File: src/rtl/sreg_pkg.sv
`timescale 1ns/1ps
// Shared constants for the serial register slave: register addresses,
// fixed read values and reset values. Assumes 7-bit addresses.
package sreg_pkg;
    localparam int ADDR_W = 7;
    localparam int DATA_W = 8;
    localparam int FRAME_BITS = 16;
    localparam int CNT_W = $clog2(FRAME_BITS);

    localparam logic [ADDR_W-1:0] ADDR_CTRL   = 7'h00;
    localparam logic [ADDR_W-1:0] ADDR_STAT   = 7'h01;
    localparam logic [ADDR_W-1:0] ADDR_MOT_Y  = 7'h02; // Y then X, consecutive
    localparam logic [ADDR_W-1:0] ADDR_EXP_HI = 7'h09;
    localparam logic [ADDR_W-1:0] ADDR_EXP_LO = 7'h0A;
    localparam logic [ADDR_W-1:0] ADDR_INV_ID = 7'h11;

    localparam logic [DATA_W-1:0] INV_ID_VAL  = 8'h0F;
    localparam logic [15:0]       EXP_RST_VAL = 16'h0100;

    localparam int CTRL_RST_BIT = 7;
    localparam int CTRL_PD_BIT  = 6;
    localparam int CTRL_FA_BIT  = 0;
endpackage

File: src/rtl/sreg_sync_edge.sv
`timescale 1ns/1ps
// Brings the serial clock and data line into the system clock domain
// through STAGES flip-flops each, then flags rising and falling edges
// of the synchronized serial clock. Assumes each serial clock phase
// lasts several system clocks.
module sreg_sync_edge #(
    parameter int STAGES = 2
) (
    input  logic clk,
    input  logic rst_n,
    input  logic sck_in,
    input  logic sdio_in,
    output logic sck_rise,
    output logic sck_fall,
    output logic sdio_s
);
    logic [STAGES-1:0] sck_ff;
    logic [STAGES-1:0] sd_ff;
    logic              sck_d;

    // Synchronizer chains; both lines idle high.
    always_ff @(posedge clk) begin
        if (!rst_n) begin
            sck_ff <= '1;
            sd_ff  <= '1;
            sck_d  <= 1'b1;
        end else begin
            sck_ff <= {sck_ff[STAGES-2:0], sck_in};
            sd_ff  <= {sd_ff[STAGES-2:0], sdio_in};
            sck_d  <= sck_ff[STAGES-1];
        end
    end

    // Edge flags taken from the synchronized clock.
    always_comb begin
        sck_rise = sck_ff[STAGES-1] & ~sck_d;
        sck_fall = ~sck_ff[STAGES-1] & sck_d;
        sdio_s   = sd_ff[STAGES-1];
    end
endmodule

File: src/rtl/sreg_frame.sv
`timescale 1ns/1ps
// Frames the 16-bit exchange. Counts rising edges and shifts in bits.
// Issues a read request after the address and a write request after the
// data. Drives the read byte out on falling edges and times out a
// stalled exchange. Assumes the register file answers rd_byte
// combinationally from rd_addr.
module sreg_frame
    import sreg_pkg::*;
#(
    parameter int TIMEOUT_CYC = 2160000,
    parameter int WD_W = $clog2(TIMEOUT_CYC + 1)
) (
    input  logic              clk,
    input  logic              rst_n,
    input  logic              sck_rise,
    input  logic              sck_fall,
    input  logic              sdio_s,
    input  logic              pd,
    input  logic [DATA_W-1:0] rd_byte,
    output logic              rd_req,
    output logic [ADDR_W-1:0] rd_addr,
    output logic              wr_req,
    output logic [ADDR_W-1:0] wr_addr,
    output logic [DATA_W-1:0] wdata,
    output logic              sdio_out,
    output logic              sdio_oe,
    output logic [CNT_W-1:0]  bit_cnt,
    output logic [WD_W-1:0]   wd_cnt
);
    localparam logic [CNT_W-1:0] HDR_LAST = CNT_W'(ADDR_W);
    localparam logic [CNT_W-1:0] DAT_LAST = CNT_W'(FRAME_BITS - 1);
    localparam logic [CNT_W-1:0] TX_FIRST = CNT_W'(ADDR_W + 2);
    localparam logic [WD_W-1:0]  WD_LIMIT = WD_W'(TIMEOUT_CYC);

    logic [ADDR_W-1:0] shreg;
    logic              dir_q;
    logic [DATA_W-1:0] tx;
    logic              abort;
    logic              hdr_done;
    logic              dat_done;

    // Decode of the current edge against the bit count.
    always_comb begin
        abort    = !pd && (bit_cnt != '0) && (wd_cnt == WD_LIMIT);
        hdr_done = sck_rise && (bit_cnt == HDR_LAST) && !abort;
        dat_done = sck_rise && (bit_cnt == DAT_LAST) && !abort;
        rd_addr  = {shreg[ADDR_W-2:0], sdio_s};
        rd_req   = hdr_done && !shreg[ADDR_W-1] && !pd;
        wr_req   = dat_done && dir_q;
        wdata    = {shreg, sdio_s};
        sdio_out = tx[DATA_W-1];
    end

    // Bit counter and history shift register.
    always_ff @(posedge clk) begin
        if (!rst_n) begin
            bit_cnt <= '0;
            shreg   <= '0;
        end else if (abort) begin
            bit_cnt <= '0;
        end else if (sck_rise) begin
            bit_cnt <= bit_cnt + 1'b1;
            shreg   <= {shreg[ADDR_W-2:0], sdio_s};
        end
    end

    // Direction and address held for the data phase.
    always_ff @(posedge clk) begin
        if (!rst_n) begin
            dir_q   <= 1'b0;
            wr_addr <= '0;
        end else if (hdr_done) begin
            dir_q   <= shreg[ADDR_W-1];
            wr_addr <= rd_addr;
        end
    end

    // Watchdog: runs while an exchange is open, frozen in power-down.
    always_ff @(posedge clk) begin
        if (!rst_n) begin
            wd_cnt <= '0;
        end else if (bit_cnt == '0 || abort) begin
            wd_cnt <= '0;
        end else if (!pd) begin
            wd_cnt <= wd_cnt + 1'b1;
        end
    end

    // Output driver: load on read request, shift on falls, release after D0.
    always_ff @(posedge clk) begin
        if (!rst_n) begin
            sdio_oe <= 1'b0;
            tx      <= '0;
        end else if (abort) begin
            sdio_oe <= 1'b0;
        end else if (rd_req) begin
            sdio_oe <= 1'b1;
            tx      <= rd_byte;
        end else if (sck_fall && sdio_oe) begin
            if (bit_cnt == '0) begin
                sdio_oe <= 1'b0;
            end else if (bit_cnt >= TX_FIRST) begin
                tx <= {tx[DATA_W-2:0], 1'b0};
            end
        end
    end
endmodule

File: src/rtl/sreg_delta_acc.sv
`timescale 1ns/1ps
// Saturating signed motion accumulator for one axis. A read clear and
// an addition in the same cycle start the sum from zero.
module sreg_delta_acc #(
    parameter int W = 8
) (
    input  logic         clk,
    input  logic         rst_n,
    input  logic         srst,
    input  logic         clr,
    input  logic         add_en,
    input  logic [W-1:0] din,
    output logic [W-1:0] acc
);
    logic [W:0] base;
    logic [W:0] sum;

    // Sign-extended sum, one guard bit for overflow.
    always_comb begin
        base = clr ? '0 : {acc[W-1], acc};
        sum  = base + {din[W-1], din};
    end

    // Accumulate with clamping to the signed range.
    always_ff @(posedge clk) begin
        if (!rst_n || srst) begin
            acc <= '0;
        end else if (add_en) begin
            if (sum[W] != sum[W-1]) begin
                acc <= {sum[W], {(W-1){~sum[W]}}};
            end else begin
                acc <= sum[W-1:0];
            end
        end else if (clr) begin
            acc <= '0;
        end
    end
endmodule

File: src/rtl/sreg_regs.sv
`timescale 1ns/1ps
// Register file: control bits, status, inverted identity, two motion
// accumulators and the exposure value with its frozen low byte.
// Assumes read and write requests are single-cycle pulses.
module sreg_regs
    import sreg_pkg::*;
#(
    parameter int NAX = 2
) (
    input  logic                      clk,
    input  logic                      rst_n,
    input  logic                      rd_req,
    input  logic [ADDR_W-1:0]         rd_addr,
    input  logic                      wr_req,
    input  logic [ADDR_W-1:0]         wr_addr,
    input  logic [DATA_W-1:0]         wdata,
    input  logic                      frame_valid,
    input  logic [NAX-1:0][DATA_W-1:0] d_in,
    input  logic [15:0]               shutter_in,
    input  logic                      awake_in,
    output logic [DATA_W-1:0]         rd_byte,
    output logic                      pd,
    output logic                      fa
);
    logic                       ctrl_wr;
    logic                       soft_rst;
    logic [NAX-1:0]             d_clr;
    logic [NAX-1:0][DATA_W-1:0] d_acc;
    logic [15:0]                expo;
    logic [7:0]                 expo_lo_cap;

    // Control write decode.
    always_comb begin
        ctrl_wr  = wr_req && (wr_addr == ADDR_CTRL);
        soft_rst = ctrl_wr && wdata[CTRL_RST_BIT] && !pd;
    end

    // One accumulator per axis at consecutive addresses.
    for (genvar g = 0; g < NAX; g++) begin : g_axis
        assign d_clr[g] = rd_req && (rd_addr == ADDR_MOT_Y + ADDR_W'(g));
        sreg_delta_acc #(.W(DATA_W)) u_acc (
            .clk    (clk),
            .rst_n  (rst_n),
            .srst   (soft_rst),
            .clr    (d_clr[g]),
            .add_en (frame_valid),
            .din    (d_in[g]),
            .acc    (d_acc[g])
        );
    end

    // Control bits; only power-down is writable while powered down.
    always_ff @(posedge clk) begin
        if (!rst_n) begin
            pd <= 1'b0;
            fa <= 1'b0;
        end else if (ctrl_wr) begin
            pd <= wdata[CTRL_PD_BIT];
            if (!pd) fa <= wdata[CTRL_FA_BIT];
        end
    end

    // Exposure value and the low byte frozen by an upper-byte read.
    always_ff @(posedge clk) begin
        if (!rst_n || soft_rst) begin
            expo        <= EXP_RST_VAL;
            expo_lo_cap <= '0;
        end else begin
            if (frame_valid) expo <= shutter_in;
            if (rd_req && rd_addr == ADDR_EXP_HI) expo_lo_cap <= expo[7:0];
        end
    end

    // Read multiplexer; unknown addresses return zero.
    always_comb begin
        rd_byte = '0;
        if (rd_addr == ADDR_CTRL) begin
            rd_byte[CTRL_PD_BIT] = pd;
            rd_byte[CTRL_FA_BIT] = fa;
        end else if (rd_addr == ADDR_STAT) begin
            rd_byte[0] = awake_in | fa;
        end else if (rd_addr == ADDR_EXP_HI) begin
            rd_byte = expo[15:8];
        end else if (rd_addr == ADDR_EXP_LO) begin
            rd_byte = expo_lo_cap;
        end else if (rd_addr == ADDR_INV_ID) begin
            rd_byte = INV_ID_VAL;
        end else begin
            for (int a = 0; a < NAX; a++) begin
                if (rd_addr == ADDR_MOT_Y + ADDR_W'(a)) rd_byte = d_acc[a];
            end
        end
    end
endmodule

File: src/rtl/serial_reg_slave.sv
`timescale 1ns/1ps
// Top of the two-wire register slave: synchronizer, exchange framer and
// register file. The shared data line is split into in/out/enable; an
// external pad or the host model combines them.
module serial_reg_slave
    import sreg_pkg::*;
#(
    parameter int TIMEOUT_CYC = 2160000,
    parameter int SYNC_STAGES = 2
) (
    input  logic        clk,
    input  logic        rst_n,
    input  logic        sck_in,
    input  logic        sdio_in,
    output logic        sdio_out,
    output logic        sdio_oe,
    input  logic        frame_valid,
    input  logic [7:0]  dy_in,
    input  logic [7:0]  dx_in,
    input  logic [15:0] shutter_in,
    input  logic        awake_in,
    output logic        power_down,
    output logic        forced_awake
);
    localparam int WD_W = $clog2(TIMEOUT_CYC + 1);

    logic              sck_rise;
    logic              sck_fall;
    logic              sdio_s;
    logic              rd_req;
    logic              wr_req;
    logic [ADDR_W-1:0] rd_addr;
    logic [ADDR_W-1:0] wr_addr;
    logic [DATA_W-1:0] wdata;
    logic [DATA_W-1:0] rd_byte;
    logic [CNT_W-1:0]  bit_cnt;
    logic [WD_W-1:0]   wd_cnt;
    logic [1:0][DATA_W-1:0] d_in;

    assign d_in = {dx_in, dy_in};

    sreg_sync_edge #(.STAGES(SYNC_STAGES)) u_sync (
        .clk      (clk),
        .rst_n    (rst_n),
        .sck_in   (sck_in),
        .sdio_in  (sdio_in),
        .sck_rise (sck_rise),
        .sck_fall (sck_fall),
        .sdio_s   (sdio_s)
    );

    sreg_frame #(.TIMEOUT_CYC(TIMEOUT_CYC), .WD_W(WD_W)) u_frame (
        .clk      (clk),
        .rst_n    (rst_n),
        .sck_rise (sck_rise),
        .sck_fall (sck_fall),
        .sdio_s   (sdio_s),
        .pd       (power_down),
        .rd_byte  (rd_byte),
        .rd_req   (rd_req),
        .rd_addr  (rd_addr),
        .wr_req   (wr_req),
        .wr_addr  (wr_addr),
        .wdata    (wdata),
        .sdio_out (sdio_out),
        .sdio_oe  (sdio_oe),
        .bit_cnt  (bit_cnt),
        .wd_cnt   (wd_cnt)
    );

    sreg_regs #(.NAX(2)) u_regs (
        .clk         (clk),
        .rst_n       (rst_n),
        .rd_req      (rd_req),
        .rd_addr     (rd_addr),
        .wr_req      (wr_req),
        .wr_addr     (wr_addr),
        .wdata       (wdata),
        .frame_valid (frame_valid),
        .d_in        (d_in),
        .shutter_in  (shutter_in),
        .awake_in    (awake_in),
        .rd_byte     (rd_byte),
        .pd          (power_down),
        .fa          (forced_awake)
    );
endmodule

File: config.mk
export PLATFORM = sky130hd
export DESIGN_NAME = serial_reg_slave
export DESIGN_NICKNAME = d
export VERILOG_FILES = /design/src/rtl/sreg_pkg.sv /design/src/rtl/sreg_sync_edge.sv /design/src/rtl/sreg_frame.sv /design/src/rtl/sreg_delta_acc.sv /design/src/rtl/sreg_regs.sv /design/src/rtl/serial_reg_slave.sv
export SDC_FILE = /design/constraint.sdc
export NUM_CORES = 1
export LEC_CHECK = 0
export BUFFER_PORTS_ARGS = -buffer_cell sky130_fd_sc_hd__buf_2
export CORE_MARGIN = 2
export CORE_UTILIZATION = 49
export CTS_CLUSTER_DIAMETER = 200
export DETAILED_ROUTE_END_ITERATION = 8
export HOLD_SLACK_MARGIN = 0.05
export PLACE_DENSITY = 0.66
export SLEW_MARGIN = 20
export SYNTH_ARGS = -nofsm -noshare
export SYNTH_HDL_FRONTEND = slang
export SYNTH_SLANG_ARGS = --single-unit
File: constraint.sdc
create_clock -name clk -period 9 [get_ports clk]
set_input_delay 0.9 -clock clk [delete_from_list [all_inputs] [get_ports clk]]
set_output_delay 0.9 -clock clk [all_outputs]
set_load 0.02 [all_outputs]
==> results.ini, run 1 <==
[die]
fp.dieH_um = 107.5
io_pins = 42
fp.dieW_um = 107.5
core_um2 = 10370
initial_core_util_pct = 50.57
rows = 37
dieArea_um2 = 11550

[clocking]
clk_path_buf_depth = 2
cts.reportedPaths.clkPinSlew_ps = 90
postCtsSetupRepairBufs = 0
cts_tree = done
root_buffer = clkbuf_8
hold_buffers = 0
numCtsBuffers = 9
cts.sink_count = 97
cts.repair.resized = 0
htree_levels = 3
clock_latency_ps = 370

[worst_hold_path]
hold_depth = 1
hp-start = u_sync.sd_ff[0]
hp-class = reg2reg
min_to = u_sync.sd_ff[1]

[synthesis]
syn_inst = 590
synth_top_family_by_area = simple AND/OR/NAND/NOR gates
syn_area_per_cell_um2 = 8.888
synthFlopType = dfxtp_1
synth-simple-area-share_pct = 20.73
yosys.area_share.adder_pct = 8.447
async_flop_share_pct = 0
ys_types = 61
ys_seq_area_share_pct = 37.03
synth-compound-area-share_pct = 14.75
netlist_area_um2 = 5244
synthMuxAreaShare_pct = 9.783
synth_nets = 651
synth_edf_count = 0
ys_seq_elements = 97
synthXorXnorAreaFrac_pct = 5.178
yosys_warnings = 0

[critical_path]
critPathKind = reg2reg
r2r_start = u_frame.bit_cnt[0]
reg2regPathDepth = 16
crit_fanout = 19
start_kind = flip-flop
r2r_end = u_regs.g_axis[0].u_acc.acc[1]
worstPathRequired_ps = 9260
worstPathArrival_ps = 4940
end_kind = flip-flop
r2r_setup_slack_ps = 4320

[power]
p_leak_nw = 2.291
irDropWorstVdd_mv = 0.09117
powerDensity_nw_per_um2 = 172.7

[final_layout]
nets = 679
diodes = 0
drive_above_1_share_pct = 11.88
nFillCells = 976
layout_common_cells = dfxtp_1 (97), nor2_1 (66), mux2i_1 (49)
final_common_cell = dfxtp_1
area_growth_pct = 9.115
post-route-util_pct = 55.18

[drt]
vias = 4243
drt-total-wl_um = 11490
vias_per_cell = 5.590
drtIter0Drc = 246
drc_errors = 0
drt_pass1_iterations = 4
final_antenna_net_count = 0
wl_per_cell_um = 15.13

[placed_design]
dpl.hpwl_um = 8514
io_buffer_count = 41
pre_cts_slack_ps = 4375
place.gp.congestion = 0.8394

[global_routing]
grt_pass1_wl_um = 19270
antenna_found_initial = 0
grt_overflow = 0
grt_max_degree = 36
grt_pass1_vias = 4079
grt_usage_pct = 20.66

[timing]
finalClockSkew_ps = 9.986
hold_viol_final = 0
period_minus_slack_ps = 4675
timing.final.ws_setup_ps = 4325
setup_violations = 0
fmax_mhz = 213.9
rsz0062_at_grt = false
fin_crit_sh_pct = 51.95
fin_setup_tns_ps = 0
slew_headroom_pct = 45.60
tightest_slew_ps = 813.7
drv_slew = 0

[run]
cap_violations = 0

[status]
status = completed

-- synthesized netlist by cell type, drive strengths merged (4+ instances only) --
cell type   n  area [um^2]
nor2       67        254.0
ha         21        262.8
clkbuf     16        63.81
xnor2      13        113.9
or3         6        38.79
buf        11        78.82
o22ai       6        37.54
maj3       14        140.1
and2       12        75.07
dfxtp      97         1942
nor4        4        25.02
o21a        6        45.04
xor2       18        157.7
nor3        7        46.30
a31oi      15        93.84
nand2b      7        43.79
nand3      16        80.08
inv        19        71.32
a21o        4        30.03
a211oi      6        45.04
a21oi      22        110.1
or4         4        32.53
nand2      23        86.33
nor2b      29        181.4
nand4       7        43.79
nand4b      4        35.03
mux2i      49        490.5
a22oi       4        30.03
a22o       10        87.58
o21ai      38        190.2
-- how the worst max path moves through the flow --
stage | start | to | slack (ps)
2_1_floorplan | u_frame.bit_cnt[0] | u_regs.g_axis[0].u_acc.acc[0] | 4740
6_report | u_frame.bit_cnt[0] | u_regs.g_axis[0].u_acc.acc[1] | 4320
5_1_grt | u_frame.bit_cnt[0] | u_regs.g_axis[0].u_acc.acc[1] | 4000
4_1_cts | u_frame.bit_cnt[1] | u_regs.g_axis[0].u_acc.acc[1] | 4330
3_5_place_dp | u_frame.bit_cnt[1] | u_regs.g_axis[0].u_acc.acc[1] | 4370
3_3_place_gp | u_frame.bit_cnt[0] | u_regs.g_axis[0].u_acc.acc[1] | 4550
-- report_power, final --
| part | switching (W) | internal, W |
|---|---|---|
| Combinational | 0.000112 | 0.000101 |
| Clock | 0.000154 | 0.000156 |
| Sequential | 0.0000158 | 0.000449 |
-- through the flow --
stage	cells	instance area, um^2	total power (W)	hold slack, ps
after global placement	743	5503	0.0006784	393.2
after global routing	759	5722	0.001040	441.1
after floorplan	590	5244	0.0006364	386.3
after detailed placement	743	5503	0.0006860	395.1
after CTS	759	5722	0.0009952	425.2
final	759	5722	0.0009879	420.1
-- sequential cells by signal (all words and copies together) (netlist names) --
signal and flops:
u_frame.shreg 7, u_regs.expo_lo_cap 8, u_frame.dir_q 1, u_frame.tx 8
u_frame.wd_cnt 22, u_sync.sd_ff 2, u_frame.wr_addr 7, u_frame.sdio_oe 1
u_sync.sck_d 1, u_frame.bit_cnt 4, u_regs.expo 16, u_regs.fa 1
u_sync.sck_ff 2, u_regs.pd 1, u_regs.g_axis.u_acc.acc 16
-- final cells by class --
class / count / area [um^2] / area share [%]
clock buffers: 9 / 123.9 / 2.165
repair buffers: 44 / 227.7 / 3.980
flip-flops and latches: 97 / 1942 / 33.94
clock inverters: 7 / 95.09 / 1.662
well taps: 136 / 170.2 / 2.974
multi-input cells: 447 / 3092 / 54.03
inverters: 19 / 71.32 / 1.246
-- cell families (layout without fill, tap and decap cells) --
kind of cell,Yosys count,count (layout)
adder cells (fa/ha/maj),37,37
buffers and inverters,46,79
multiplexers,51,51
AO/OA/AOI/OAI,124,124
XOR/XNOR,31,31
AND/OR/NAND/NOR,204,204
flip-flops,97,97
-- metal layers --
layer  up-vias  part of all wire (%)  track usage (%)
met4         0                   1.1            4.853
met3        10                   3.3            4.237
met5         -                     0                0
met2        73                    48            35.67
met1      2000                    47            26.52
li1       2160                     -                -
-- worst max-delay path: stages (launching register included) --
cell      delay [ps]
dfxtp_1          370
inv_1             80
ha_1             150
or3b_2           490
nand4_1          150
o21ai_1           80
buf_4            240
or4_2            750
and2_1           210
ha_1             200
fa_1             430
a211oi_1         290
o21a_1           190
o31ai_1           90
mux2_2           300
maj3_1           330
a22o_1           190
Power figures use the tool's default switching activity.
==> run 2: changes to the inputs <==
PLACE_DENSITY = 0.69   (was 0.66)
clock period = 3.9 ns   (was 9 ns; I/O delays follow)
==> run 2 against run 1 <==
  * Critical path depth shrank 1
  * Power grew 130%
  * Flip-flop and latch count did not move
  * Global-route usage grew 0.20 points
  * Final cell count rose by 2.5%
  * Die area did not move
  * Via count grew 2.2%
  * Clock-buffer cell count is the same
  * Register-to-register slack got worse by 4200 ps
  * Routed wire length is 4.6% higher
  * Fmax grew 22%
  * Critical path type unchanged
  * Largest power group unchanged
==> results.ini, run 2 (synthesis gave the netlist of run 1 again) <==
[timing]
period_minus_slack_ps = 3821
fmax_mhz = 261.7
hold_viol_final = 0
drv_slew = 0
slew_headroom_pct = 42.09
timing.final.ws_setup_ps = 78.52
setup_violations = 0
finalClockSkew_ps = 9.451
rsz0062_at_grt = true
fin_crit_sh_pct = 97.99
fin_setup_tns_ps = 0
tightest_slew_ps = 866.2

[critical_path]
crit_top_cell = ha_4
worstPathArrival_ps = 4080
end_kind = flip-flop
worstPathRequired_ps = 4160
crit_family = simple AND/OR/NAND/NOR gates
slowest_delay_ps = 570
start_kind = flip-flop
crit_fanout = 5
path_cells = inv_2 > ha_4 > or3b_4 > nand4_1 > o21ai_4 > or4_4 > and2_4 > ha_4 > fa_2 > a211oi_2 > o21a_1 > o31ai_4 > mux2_4 > maj3_2 > a22o_1
path_buf_inv = 1
critPathKind = reg2reg
crit_path_top_delay_cell = or4_4

[drt]
wl_per_cell_um = 15.44
drt-total-wl_um = 12010
drtIter0Drc = 348
final_antenna_net_count = 0
drc_errors = 0
vias_per_cell = 5.575
vias = 4337
drt_pass1_iterations = 5

[die]
dieArea_um2 = 11550
fp.dieW_um = 107.5
rows = 37
initial_core_util_pct = 50.57
core_um2 = 10370
fp.dieH_um = 107.5
io_pins = 42

[global_routing]
grt_pass1_vias = 4088
antenna_found_initial = 0
grt_pass1_wl_um = 19490
grt_max_degree = 36
grt_usage_pct = 20.86
grt_overflow = 0

[clocking]
cts_tree = done
root_buffer = clkbuf_8
numCtsBuffers = 9
clk_path_buf_depth = 2
cts.sink_count = 97
htree_levels = 3
cts.reportedPaths.clkPinSlew_ps = 90
clock_latency_ps = 360
hold_buffers = 0

[final_layout]
area_growth_pct = 15.44
layout_common_cells = dfxtp_1 (94), nor2_1 (64), mux2i_1 (48)
drive_above_1_share_pct = 19.78
top_regs = u_frame.wd_cnt: 22 flops, u_regs.expo: 16 flops, u_regs.g_axis.u_acc.acc: 16 flops
largest_register_ffs = 22
nets = 700
largest_register = u_frame.wd_cnt
diodes = 0
final_common_cell = dfxtp_1

[placed_design]
place.gp.congestion = 0.8625
dpl.hpwl_um = 8688
io_buffer_count = 41
pre_cts_slack_ps = -20.57

[power]
p_leak_nw = 2.397
powerDensity_nw_per_um2 = 368.7
finalPower_w = 0.002232
irDropWorstVdd_mv = 0.2470

[run]
cap_violations = 0

[worst_hold_path]
hp-class = in2reg

[status]
status = completed

## run 2: worst paths after layout
check	depth (start not counted)	start	slack, ps	endpoint
setup / recovery	15	u_frame.bit_cnt[1]	80	u_regs.g_axis[0].u_acc.acc[0]
hold reg to reg	1	u_sync.sck_ff[0]	420	u_sync.sck_ff[1]
setup reg to reg	15	u_frame.bit_cnt[1]	80	u_regs.g_axis[0].u_acc.acc[0]
hold / removal	2	sck_in	210	u_sync.sck_ff[0]
## run 2: cell type report
class	instances	area [um^2]
repair buffers	64	385.4
clock inverters	5	33.78
flip-flops and latches	97	1948
well taps	136	170.2
inverters	19	71.32
fillers	944	4317
multi-input cells	448	3321
clock buffers	9	123.9
## run 2: timing repair
item / CTS / global route
resized for setup: 3 / 35
setup endpoints to repair: 3 / 14
cloned: 0 / 1
setup buffers: 0 / 4
pin swaps: 2 / 13
## run 2: routing by layer
layer  track usage [%]  up-vias  wire length (um)
li1                  -     2192                 -
met1             28.42     2055              5750
met2             34.63       77              5776
met3             3.571       13               363
met4             4.762        0               122
met5                 0        -                 0
## run 2: metrics by stage
stage                     hold WS (ps)  utilization (%)  std cells  instance area [um^2]
after floorplan                  386.3                -        590                  5305
after global placement           399.0            54.72        759                  5674
after detailed placement         396.7            54.72        759                  5674
after CTS                        203.2            56.41        773                  5849
after global routing             202.4            58.37        778                  6053
final                            213.2            58.37        778                  6053
## run 2: where the power goes
part           leakage (nW)  total [W]  internal, W  switching (W)
combinational          1.53   0.000595     0.000293       0.000302
clock                0.0774   0.000563     0.000225       0.000338
sequential            0.791    0.00107      0.00103      0.0000389
total                  2.40    0.00223      0.00155       0.000679
